File: src/rtl/xps_pkg.sv
// Package: shared constants and types for the transfer period selector.
// Assumes the divider and multiplier ranges below fit their field widths.
package xps_pkg;
    localparam int DIV_W    = 2;
    localparam int DIV_NUM  = 4;
    localparam int MULT_W   = 4;
    localparam int MULT_MIN = 4;
    localparam int MULT_MAX = 11;

    typedef enum logic [1:0] {
        ST_IDLE = 2'd0,
        ST_SCAN = 2'd1,
        ST_FIN  = 2'd2
    } xps_state_e;

    typedef struct packed {
        logic [DIV_W-1:0]  div_code;
        logic [MULT_W-1:0] mult;
        logic              fast;
    } xps_set_t;
endpackage

File: src/rtl/xps_cand_gen.sv
// Candidate generator: steps through every divider/multiplier pair,
// divider outer and ascending, multiplier inner and ascending.
// Assumes restart and step are never asserted together.
module xps_cand_gen
    import xps_pkg::*;
(
    input  logic              clk,
    input  logic              rst_n,
    input  logic              restart,
    input  logic              step,
    output logic [DIV_W-1:0]  div_code,
    output logic [MULT_W-1:0] mult,
    output logic              last
);
    localparam logic [DIV_W-1:0]  DIV_LAST = DIV_W'(DIV_NUM - 1);
    localparam logic [MULT_W-1:0] M_MIN    = MULT_W'(MULT_MIN);
    localparam logic [MULT_W-1:0] M_MAX    = MULT_W'(MULT_MAX);

    // Advance the candidate pair, wrapping the multiplier into the divider.
    always_ff @(posedge clk) begin
        if (!rst_n || restart) begin
            div_code <= '0;
            mult     <= M_MIN;
        end else if (step) begin
            if (mult == M_MAX) begin
                mult     <= M_MIN;
                div_code <= div_code + 1'b1;
            end else begin
                mult <= mult + 1'b1;
            end
        end
    end

    // Flag the final pair of the sweep.
    always_comb begin
        last = (div_code == DIV_LAST) && (mult == M_MAX);
    end
endmodule

File: src/rtl/xps_best_track.sv
// Best-candidate tracker: keeps the shortest candidate period that is not
// shorter than the request. A strict comparison keeps the earlier pair
// (smaller divider) on a tie. Assumes candidates come in ascending divider order.
module xps_best_track
    import xps_pkg::*;
#(
    parameter int CMP_W           = 11,
    parameter int FAST_LIMIT_HALF = 200
) (
    input  logic              clk,
    input  logic              rst_n,
    input  logic              clear,
    input  logic              valid,
    input  logic [DIV_W-1:0]  cand_div,
    input  logic [MULT_W-1:0] cand_mult,
    input  logic [CMP_W-1:0]  cand_per,
    input  logic [CMP_W-1:0]  req_half,
    output logic              found,
    output logic [DIV_W-1:0]  best_div,
    output logic [MULT_W-1:0] best_mult,
    output logic [CMP_W-1:0]  best_per,
    output logic              best_fast
);
    logic take;

    // Decide whether the current candidate beats the kept one.
    always_comb begin
        take = valid && (cand_per >= req_half) && (!found || (cand_per < best_per));
    end

    // Hold the winning pair and its derived fast flag.
    always_ff @(posedge clk) begin
        if (!rst_n || clear) begin
            found     <= 1'b0;
            best_div  <= '0;
            best_mult <= '0;
            best_per  <= '0;
            best_fast <= 1'b0;
        end else if (take) begin
            found     <= 1'b1;
            best_div  <= cand_div;
            best_mult <= cand_mult;
            best_per  <= cand_per;
            best_fast <= (cand_per < CMP_W'(FAST_LIMIT_HALF));
        end
    end
endmodule

File: src/rtl/xps_target_table.sv
// Per-target settings table: one entry per target ID, written by a strobe
// and read into a registered output by a select strobe.
// Assumes resetting to the slowest setting is safe for any target.
module xps_target_table
    import xps_pkg::*;
#(
    parameter int ID_W = 4
) (
    input  logic            clk,
    input  logic            rst_n,
    input  logic            wr_en,
    input  logic [ID_W-1:0] wr_id,
    input  xps_set_t        wr_data,
    input  logic            rd_en,
    input  logic [ID_W-1:0] rd_id,
    output xps_set_t        rd_data
);
    localparam int       NUM_TGT = 1 << ID_W;
    localparam xps_set_t SLOW_SET = '{div_code: DIV_W'(DIV_NUM - 1),
                                      mult:     MULT_W'(MULT_MAX),
                                      fast:     1'b0};

    xps_set_t entries [NUM_TGT];

    // One write-enabled register per target entry.
    for (genvar g = 0; g < NUM_TGT; g++) begin : g_entry
        // Capture the settings when this entry is addressed.
        always_ff @(posedge clk) begin
            if (!rst_n) begin
                entries[g] <= SLOW_SET;
            end else if (wr_en && (wr_id == ID_W'(g))) begin
                entries[g] <= wr_data;
            end
        end
    end

    // Present the selected entry one cycle after the select strobe.
    always_ff @(posedge clk) begin
        if (!rst_n) begin
            rd_data <= SLOW_SET;
        end else if (rd_en) begin
            rd_data <= entries[rd_id];
        end
    end
endmodule

File: src/rtl/xps_sel.sv
// Top: synchronous transfer period selector. A start pulse latches the
// request, a sweep evaluates one divider/multiplier pair per clock, and a
// final state publishes the result with a one-cycle done pulse.
// Assumes CLK_HALF_NS is the core clock period in 0.5 ns units.
module xps_sel
    import xps_pkg::*;
#(
    parameter int CLK_HALF_NS     = 25,
    parameter int REQ_W           = 8,
    parameter int ID_W            = 4,
    parameter int FAST_LIMIT_HALF = 200,
    parameter int PER_W           = $clog2(CLK_HALF_NS * DIV_NUM * MULT_MAX + 1)
) (
    input  logic              clk,
    input  logic              rst_n,
    input  logic              start_i,
    input  logic [REQ_W-1:0]  req_per_i,
    output logic              done_o,
    output logic              err_o,
    output logic [DIV_W-1:0]  div_code_o,
    output logic [MULT_W-1:0] mult_o,
    output logic [PER_W-1:0]  per_o,
    output logic              fast_o,
    input  logic              store_i,
    input  logic [ID_W-1:0]   store_id_i,
    input  logic              select_i,
    input  logic [ID_W-1:0]   select_id_i,
    output logic [DIV_W-1:0]  ld_div_code_o,
    output logic [MULT_W-1:0] ld_mult_o,
    output logic              ld_fast_o
);
    localparam int REQ_HALF_W = REQ_W + 3;
    localparam int CMP_W      = (PER_W > REQ_HALF_W) ? PER_W : REQ_HALF_W;
    localparam int SLOW_PER   = CLK_HALF_NS * DIV_NUM * MULT_MAX;
    localparam bit SLOW_FAST  = SLOW_PER < FAST_LIMIT_HALF;

    xps_state_e        state;
    logic [CMP_W-1:0]  req_half_q;
    logic              launch;
    logic [DIV_W-1:0]  cand_div;
    logic [MULT_W-1:0] cand_mult;
    logic              cand_last;
    logic [CMP_W-1:0]  cand_per;
    logic              found;
    logic [DIV_W-1:0]  best_div;
    logic [MULT_W-1:0] best_mult;
    logic [CMP_W-1:0]  best_per;
    logic              best_fast;
    xps_set_t          cur_set;
    xps_set_t          ld_set;

    // Accept a start only when idle.
    always_comb begin
        launch = (state == ST_IDLE) && start_i;
    end

    // Sequence the search: idle, sweep, publish.
    always_ff @(posedge clk) begin
        if (!rst_n) begin
            state <= ST_IDLE;
        end else begin
            unique case (state)
                ST_IDLE: if (start_i)   state <= ST_SCAN;
                ST_SCAN: if (cand_last) state <= ST_FIN;
                ST_FIN:                 state <= ST_IDLE;
                default:                state <= ST_IDLE;
            endcase
        end
    end

    // Latch the request converted to 0.5 ns units.
    always_ff @(posedge clk) begin
        if (!rst_n) begin
            req_half_q <= '0;
        end else if (launch) begin
            req_half_q <= CMP_W'({req_per_i, 3'b000});
        end
    end

    xps_cand_gen i_cand_gen (
        .clk      (clk),
        .rst_n    (rst_n),
        .restart  (launch),
        .step     (state == ST_SCAN),
        .div_code (cand_div),
        .mult     (cand_mult),
        .last     (cand_last)
    );

    // Real period of the current pair: clock x divider x multiplier.
    always_comb begin
        cand_per = CMP_W'(CLK_HALF_NS) * (CMP_W'(cand_div) + CMP_W'(1)) * CMP_W'(cand_mult);
    end

    xps_best_track #(
        .CMP_W           (CMP_W),
        .FAST_LIMIT_HALF (FAST_LIMIT_HALF)
    ) i_best_track (
        .clk       (clk),
        .rst_n     (rst_n),
        .clear     (launch),
        .valid     (state == ST_SCAN),
        .cand_div  (cand_div),
        .cand_mult (cand_mult),
        .cand_per  (cand_per),
        .req_half  (req_half_q),
        .found     (found),
        .best_div  (best_div),
        .best_mult (best_mult),
        .best_per  (best_per),
        .best_fast (best_fast)
    );

    // Publish the result, or the slowest pair on error, with a done pulse.
    always_ff @(posedge clk) begin
        if (!rst_n) begin
            done_o     <= 1'b0;
            err_o      <= 1'b0;
            div_code_o <= '0;
            mult_o     <= '0;
            per_o      <= '0;
            fast_o     <= 1'b0;
        end else if (state == ST_FIN) begin
            done_o <= 1'b1;
            err_o  <= !found;
            if (found) begin
                div_code_o <= best_div;
                mult_o     <= best_mult;
                per_o      <= best_per[PER_W-1:0];
                fast_o     <= best_fast;
            end else begin
                div_code_o <= DIV_W'(DIV_NUM - 1);
                mult_o     <= MULT_W'(MULT_MAX);
                per_o      <= PER_W'(SLOW_PER);
                fast_o     <= SLOW_FAST;
            end
        end else begin
            done_o <= 1'b0;
        end
    end

    // Bundle the current result for the table write port.
    always_comb begin
        cur_set = '{div_code: div_code_o, mult: mult_o, fast: fast_o};
    end

    xps_target_table #(
        .ID_W (ID_W)
    ) i_target_table (
        .clk     (clk),
        .rst_n   (rst_n),
        .wr_en   (store_i),
        .wr_id   (store_id_i),
        .wr_data (cur_set),
        .rd_en   (select_i),
        .rd_id   (select_id_i),
        .rd_data (ld_set)
    );

    // Split the loaded entry onto the load outputs.
    always_comb begin
        ld_div_code_o = ld_set.div_code;
        ld_mult_o     = ld_set.mult;
        ld_fast_o     = ld_set.fast;
    end
endmodule

File: config.mk
export PLATFORM = sky130hd
export DESIGN_NAME = xps_sel
export DESIGN_NICKNAME = d
export VERILOG_FILES = /design/src/rtl/xps_pkg.sv /design/src/rtl/xps_cand_gen.sv /design/src/rtl/xps_best_track.sv /design/src/rtl/xps_target_table.sv /design/src/rtl/xps_sel.sv
export SDC_FILE = /design/constraint.sdc
export NUM_CORES = 1
export LEC_CHECK = 0
export BUFFER_PORTS_ARGS = -buffer_cell sky130_fd_sc_hd__clkbuf_2
export CORE_ASPECT_RATIO = 1.4
export CORE_MARGIN = 3
export CORE_UTILIZATION = 50
export DETAILED_ROUTE_END_ITERATION = 6
export GPL_ROUTABILITY_DRIVEN = 0
export GPL_TIMING_DRIVEN = 0
export PLACE_DENSITY = 0.66
export SYNTH_ARGS = -nofsm -noshare
export SYNTH_HDL_FRONTEND = slang
export SYNTH_HIERARCHICAL = 1
export SYNTH_SLANG_ARGS = --single-unit
File: constraint.sdc
create_clock -name clk -period 5.5 [get_ports clk]
set_clock_uncertainty 0.1 [all_clocks]
set_input_delay 0.275 -clock clk [delete_from_list [all_inputs] [get_ports clk]]
set_output_delay 0.275 -clock clk [all_outputs]
set_load 0.05 [all_outputs]
[After elaboration in Yosys (flattened, before gate mapping)]
Memories as Yosys holds them, arrays and structs flattened. A register that Yosys moved wholly into a read port is not among the register bits.
Cells that the tools add are included.
Operators by class
  add/subtract/negate cells: 3
  multiply operators: 2
  order comparisons: 3
  eq/ne operators: 21
  muxes and demuxes: 74
  bitwise gates (word level): 16
  reductions and logical operators: 29
Operators with widths (number)
  $mux W7: 16
  $mux W1: 51
  $eq A4 B4 Y1 const B: 9
  $logic_and A1 B1 Y1: 20
  $eq A4 B3 Y1 const B: 4
  $or A1 B1 Y1: 16
  $ge A11 B11 Y1: 1
  $lt A11 B11 Y1: 1
  $lt A11 B8 Y1 const B: 1
  $mul A8 B4 Y11: 1
  $mux W11: 1
  $eq A4 B2 Y1 const B: 2
  $mul A5 B3 Y8 const A: 1
  $mux W4: 2
  $mux W2: 3
  $add A4 B1 Y4 const B: 1
  $eq A2 B2 Y1 const B: 2
  $eq A4 B1 Y1 const B: 1
  $logic_not A4 Y1: 1
  $ne A2 B2 Y1 const B: 2
  $pmux W2 S2: 1
  $reduce_and A2 Y1: 2
  $add A2 B1 Y3 const B: 1
  $logic_not A1 Y1: 3
  other kinds (4): 5
Storage, ports and cells
  bits in registers: 55
  RAM bits: 112
  input bits: 21
  output and inout port bits: 27
  word-level logic and storage cells: 164
  memories kept: 1
Memories
  i_target_table.entries: words 16, width 7, read ports 1, clocked after memory_dff 1, write ports 16, line xps_target_table.sv:23  | xps_set_t entries [NUM_TGT];

[Logic depth before layout (Yosys ltp)]
  word-level depth: 6
  mapped depth: 21
  depth with buffers taken out: 20

[Modules after synthesis]
Netlist, hierarchy kept.
By module, submodules not included
  xps_target_table: times used 1, cells each 423, area an instance 5570.3 sq um
  xps_sel: times used 1, cells each 225, area an instance 2114.5 sq um
  xps_best_track: times used 1, cells each 157, area an instance 1303.8 sq um
  xps_cand_gen: times used 1, cells each 28, area an instance 286.5 sq um

[Worst setup path before layout]
OpenSTA, ideal clock, no wires.
  kind: reg2reg
  start: register i_cand_gen.div_code[0]
  end: register i_best_track.best_mult[0]
  setup time: 72 ps
  arrival time: 4841 ps
  slack: 487 ps
  cell stages (with the launch flop): 21
  path buffers: 1
  path through: dfxtp_1 > inv_1 > ha_1 > and2_1 > fa_1 > inv_1 > fa_1 > inv_1 > ha_1 > a21o_2 > a21oi_2 > o21ai_0 > xor2_1 > ha_1 > a211oi_1 > nor2_1 > o31ai_2 > o31ai_2 > nand2_4 > buf_6 > mux2i_1
Between the ends
  cells in the longest elaborated chain, start to end: 6
  elaborated cells on any way between the ends: 8
RTL lines
  start: declaration: line xps_cand_gen.sv:11  | output logic [DIV_W-1:0] div_code,
  start signal: assignment: line xps_cand_gen.sv:27  | div_code <= div_code + 1'b1;
  $add A2 B1 Y3 *: line xps_sel.sv:92  | cand_per = CMP_W'(CLK_HALF_NS) * (CMP_W'(cand_div) + CMP_W'(1)) * CMP_W'(cand_mult);
  $mul A5 B3 Y8 *: line xps_sel.sv:92
  $mul A8 B4 Y11 *: line xps_sel.sv:92
  via cand_per[8]: line xps_sel.sv:43  | logic [CMP_W-1:0] cand_per;
  $ge A11 B11 Y1 / $lt A11 B11 Y1 (equally long branches): line xps_best_track.sv:28  | take = valid && (cand_per >= req_half) && (!found || (cand_per < best_per));
  $logic_and A1 B1 Y1 / $logic_or A1 B1 Y1 (equally long branches): line xps_best_track.sv:28
  $logic_and A1 B1 Y1 *: line xps_best_track.sv:28
  end signal: assignment: line xps_best_track.sv:42  | best_mult <= cand_mult;
  end: declaration: line xps_best_track.sv:20  | output logic [MULT_W-1:0] best_mult,
The timed path passes the listed nets; every way through them passes the cells marked *.
A chain may end at the register's enable or synchronous reset.

[Final worst setup path]
  start: register i_cand_gen.div_code[0]
  end: register i_best_track.best_per[3]
Between the ends
  cells in the longest elaborated chain, start to end: 6
  elaborated cells on any way between the ends: 8
RTL lines
  $add A2 B1 Y3 *: line xps_sel.sv:92
  $mul A5 B3 Y8 *: line xps_sel.sv:92
  $mul A8 B4 Y11 *: line xps_sel.sv:92
  via cand_per[8]: line xps_sel.sv:43
  $ge A11 B11 Y1 / $lt A11 B11 Y1 (equally long branches): line xps_best_track.sv:28
  $logic_and A1 B1 Y1 / $logic_or A1 B1 Y1 (equally long branches): line xps_best_track.sv:28
  $logic_and A1 B1 Y1 *: line xps_best_track.sv:28
  end signal: assignment: line xps_best_track.sv:43  | best_per <= cand_per;
  end: declaration: line xps_best_track.sv:21  | output logic [CMP_W-1:0] best_per,
Marks and branches as above.

==> run summary <==
status -> finished, final reports clean
final setup TNS -> 0 ns
syn_area_per_cell -> 11.1 um^2
RSZ-0062 raised after global routing -> no
Chip Height -> 167 um
Placed Cells -> 1,122
gr usage total -> 23.5%
Syn. warnings -> 6
final number of setup-violating endpoints -> 0
combinational power share -> 9.5%
CTS Sinks -> 174
commonest non-fill, non-tap cell in the layout -> edfxtp_1
Yosys top cell area share -> 36.3%
multi-input logic area -> 4280 um^2
final period utilization -> 95.9%
total global routing overflow -> 0
clock root cell -> clkbuf_16
cells after synthesis -> 833
switch share -> 25.6%
Cell Area, Synth -> 9280 um^2
PD cells -> 280 nW/um^2
maximum vdd ir drop -> 0.200 mV
Fmax achieved -> 0.190 GHz
Final Util -> 58.5%
via/cell ratio -> 5.71
Final Critical Period -> 5.27 ns
vias after detailed routing -> 6,648
worst-case reg-to-reg path depth -> 20
DRC Markers -> 0
Inserted Diodes -> 0
worst-margin pin slew -> 1.37 ns
Hold Path Stages -> 4
Num CTS Buffers -> 17
leading area contributor after synthesis -> edfxtp_1
largest net degree at the start of global routing -> 19
sequential share of power -> 49.6%
Hold Fails Final Rpt -> 0
top post-synthesis cells by area -> edfxtp_1 (36%), dfxtp_1 (13%), mux2i_1 (6.9%)
DR WL/cell -> 19.5 um
WP data required -> 5.76 ns
Nets -> 987
Max clock buf depth -> 2
clk_lat worst skew -> 0.43 ns
share of layout cells above drive strength 1 -> 13.9%
Non-Filler Instances -> 1,164
final setup margin -> 0.228 ns
Synth Register Bits -> 174
Min-Delay Path Class -> primary input to register
Rows -> 58
clock slew at reported path FFs -> 0.07 ns
clock share of power -> 40.9%
Worst setup SP type -> register
fillers -> 1,517
initial antenna violation count -> 0
Initial Util -> 51.3%
H-tree Lvls -> 4
first-pass GRT wire length -> 36.4 mm
port bufs -> 45
die area -> 20,200 um^2
Worst setup EP type -> register
Worst Path Arrival -> 5.53 ns
chip width -> 121 um
Crit Path Class -> register to register
leakage power -> 4.21 nW
ANT nets after route -> 0
Core ar. -> 18,100 um^2
commonest cells after routing, fill and taps aside -> edfxtp_1 (112), or3_1 (80), nand2_1 (72)
DR pass1 iterations -> 4
dpl hpwl -> 17.2 mm
register area -> 4610 um^2
area delta synth->final -> 13.9%
sequential share of the synthesized area -> 49.6%
Slew Limit Fails -> 0
crit-path max FO -> 11
max_slew headroom -> 7.64%
wirelength, routed -> 22.7 mm
IO Pins -> 48
TritonCTS clock tree -> yes
NetSw -> 0.757 mW
DRT iter0 DRCs -> 362
Pint -> 2.20 mW
dpl ws -> -0.383 ns
Max-Cap Viols -> 0
vias in the first global route -> 6,789
Yosys cell types -> 50
-- power by group through the flow --
stage               combinational (mW)  sequential, mW  clock, mW
floorplan                        0.173            1.51          0
global placement                 0.264            1.50          0
detailed placement               0.269            1.50          0
CTS                              0.274            1.47       1.23
global route                     0.305            1.47       1.29
finish                           0.279            1.47       1.21
-- final cells by class --
type,count,area share (%)
clock inverter,15,1.55
buffer,56,2.44
timing repair buffer,57,3.29
sequential,174,43.6
inverter,47,1.67
multi-input combinational,558,40.5
tap,240,2.84
clock buffer,17,4.03
-- state kept, by name (all words and copies together), names as in the netlist, 2 cells and up --
name / cells
div_code_o: 2
mult_o: 4
i_cand_gen/mult: 4
i_cand_gen/div_code: 2
i_target_table/entries: 112
i_best_track/best_div: 2
req_half_q: 8
per_o: 11
state: 2
i_target_table/rd_data: 7
i_best_track/best_mult: 4
i_best_track/best_per: 11
-- critical path, cell delays in order, from the launching register on --
cell and delay (ns):
dfxtp_4 0.44, inv_1 0.10, ha_2 0.34, and2_1 0.19, fa_1 0.55, inv_1 0.06
fa_1 0.55, inv_1 0.05, ha_1 0.34, a21o_2 0.23, a21oi_2 0.21, o21ai_0 0.19
xor2_2 0.34, ha_1 0.30, a211oi_1 0.24, nor2_1 0.08, o31ai_2 0.24, o31ai_2 0.13
nand2_4 0.12, buf_6 0.18, mux2i_1 0.20
-- stage by stage --
step	instance area (um^2)	hold slack (ns)	power (mW)
2_1_floorplan	9280	0.333	1.68
3_3_place_gp	9810	0.339	1.76
3_5_place_dp	9820	0.348	1.77
4_1_cts	10500	0.0792	2.97
5_1_grt	10600	0.121	3.06
6_report	10600	0.0893	2.96
-- routing by layer --
| layer | track usage [%] | share of wire [%] | routed length (um) |
|---|---|---|---|
| met1 | 26.2 | 37 | 8430 |
| met4 | 12.7 | 5.2 | 1170 |
| met2 | 42.5 | 54 | 12300 |
| met5 | 0 | 0 | 0 |
| met3 | 3.38 | 3.4 | 771 |
-- cell families (layout without fill, tap and decap cells) --
family / Yosys count / after routing / share of synthesized area, %
flip-flops: 174 / 174 / 49.6
XOR/XNOR: 13 / 13 / 1.23
other: 1 / 3 / 0.0404
buffers and inverters: 103 / 192 / 4.68
AND/OR/NAND/NOR: 319 / 319 / 18.8
AO/OA/AOI/OAI: 89 / 89 / 6.85
multiplexers: 79 / 79 / 10.3
adder cells (fa/ha/maj): 55 / 55 / 8.39
-- Yosys cell counts, drive strengths merged --
| cell type | count |
|---|---|
| edfxtp | 112 |
| or3 | 80 |
| nand2 | 74 |
| mux2i | 64 |
| dfxtp | 62 |
| inv | 47 |
| ha | 43 |
| clkbuf | 39 |
| nand3 | 36 |
| nor3 | 31 |
| nor2b | 25 |
| o21ai | 23 |
| buf | 17 |
| and2 | 16 |
| a21oi | 15 |
| nor2 | 14 |
| nand4 | 13 |
| fa | 12 |
| nand3b | 12 |
| mux4 | 10 |
| o211a | 10 |
| a21boi | 9 |
| a22oi | 9 |
| xnor2 | 9 |
| nand2b | 6 |
| mux2 | 5 |
| o2111ai | 5 |
| a211oi | 4 |
| a21o | 4 |
| o31ai | 4 |
| or2 | 4 |
| xor2 | 4 |
| and3 | 3 |
| o21a | 3 |
| and4b | 2 |
| a221oi | 1 |
| and2b | 1 |
| conb | 1 |
| nand4b | 1 |
| nor3b | 1 |
| o21bai | 1 |
| o311ai | 1 |
-- what timing repair did --
action / CTS / global route
endpoints found under the setup margin: 19 / 18
buffers inserted: 0 / 2
hold buffers: 8 / 0
resized for setup: 5 / 7
pin swaps: 0 / 2
endpoints found under the hold margin: 8 / 0
-- worst paths after layout --
kind | startpoint | endpoint | slack [ns]
setup / recovery | i_cand_gen/div_code[0] | i_best_track/best_per[3] | 0.23
hold / removal | select_i | i_target_table/rd_data[3] | 0.09
setup reg to reg | i_cand_gen/div_code[0] | i_best_track/best_per[3] | 0.23
hold reg to reg | i_target_table/rd_data[3] | i_target_table/rd_data[3] | 0.35
Note: power is estimated with default switching activity, not from simulation.
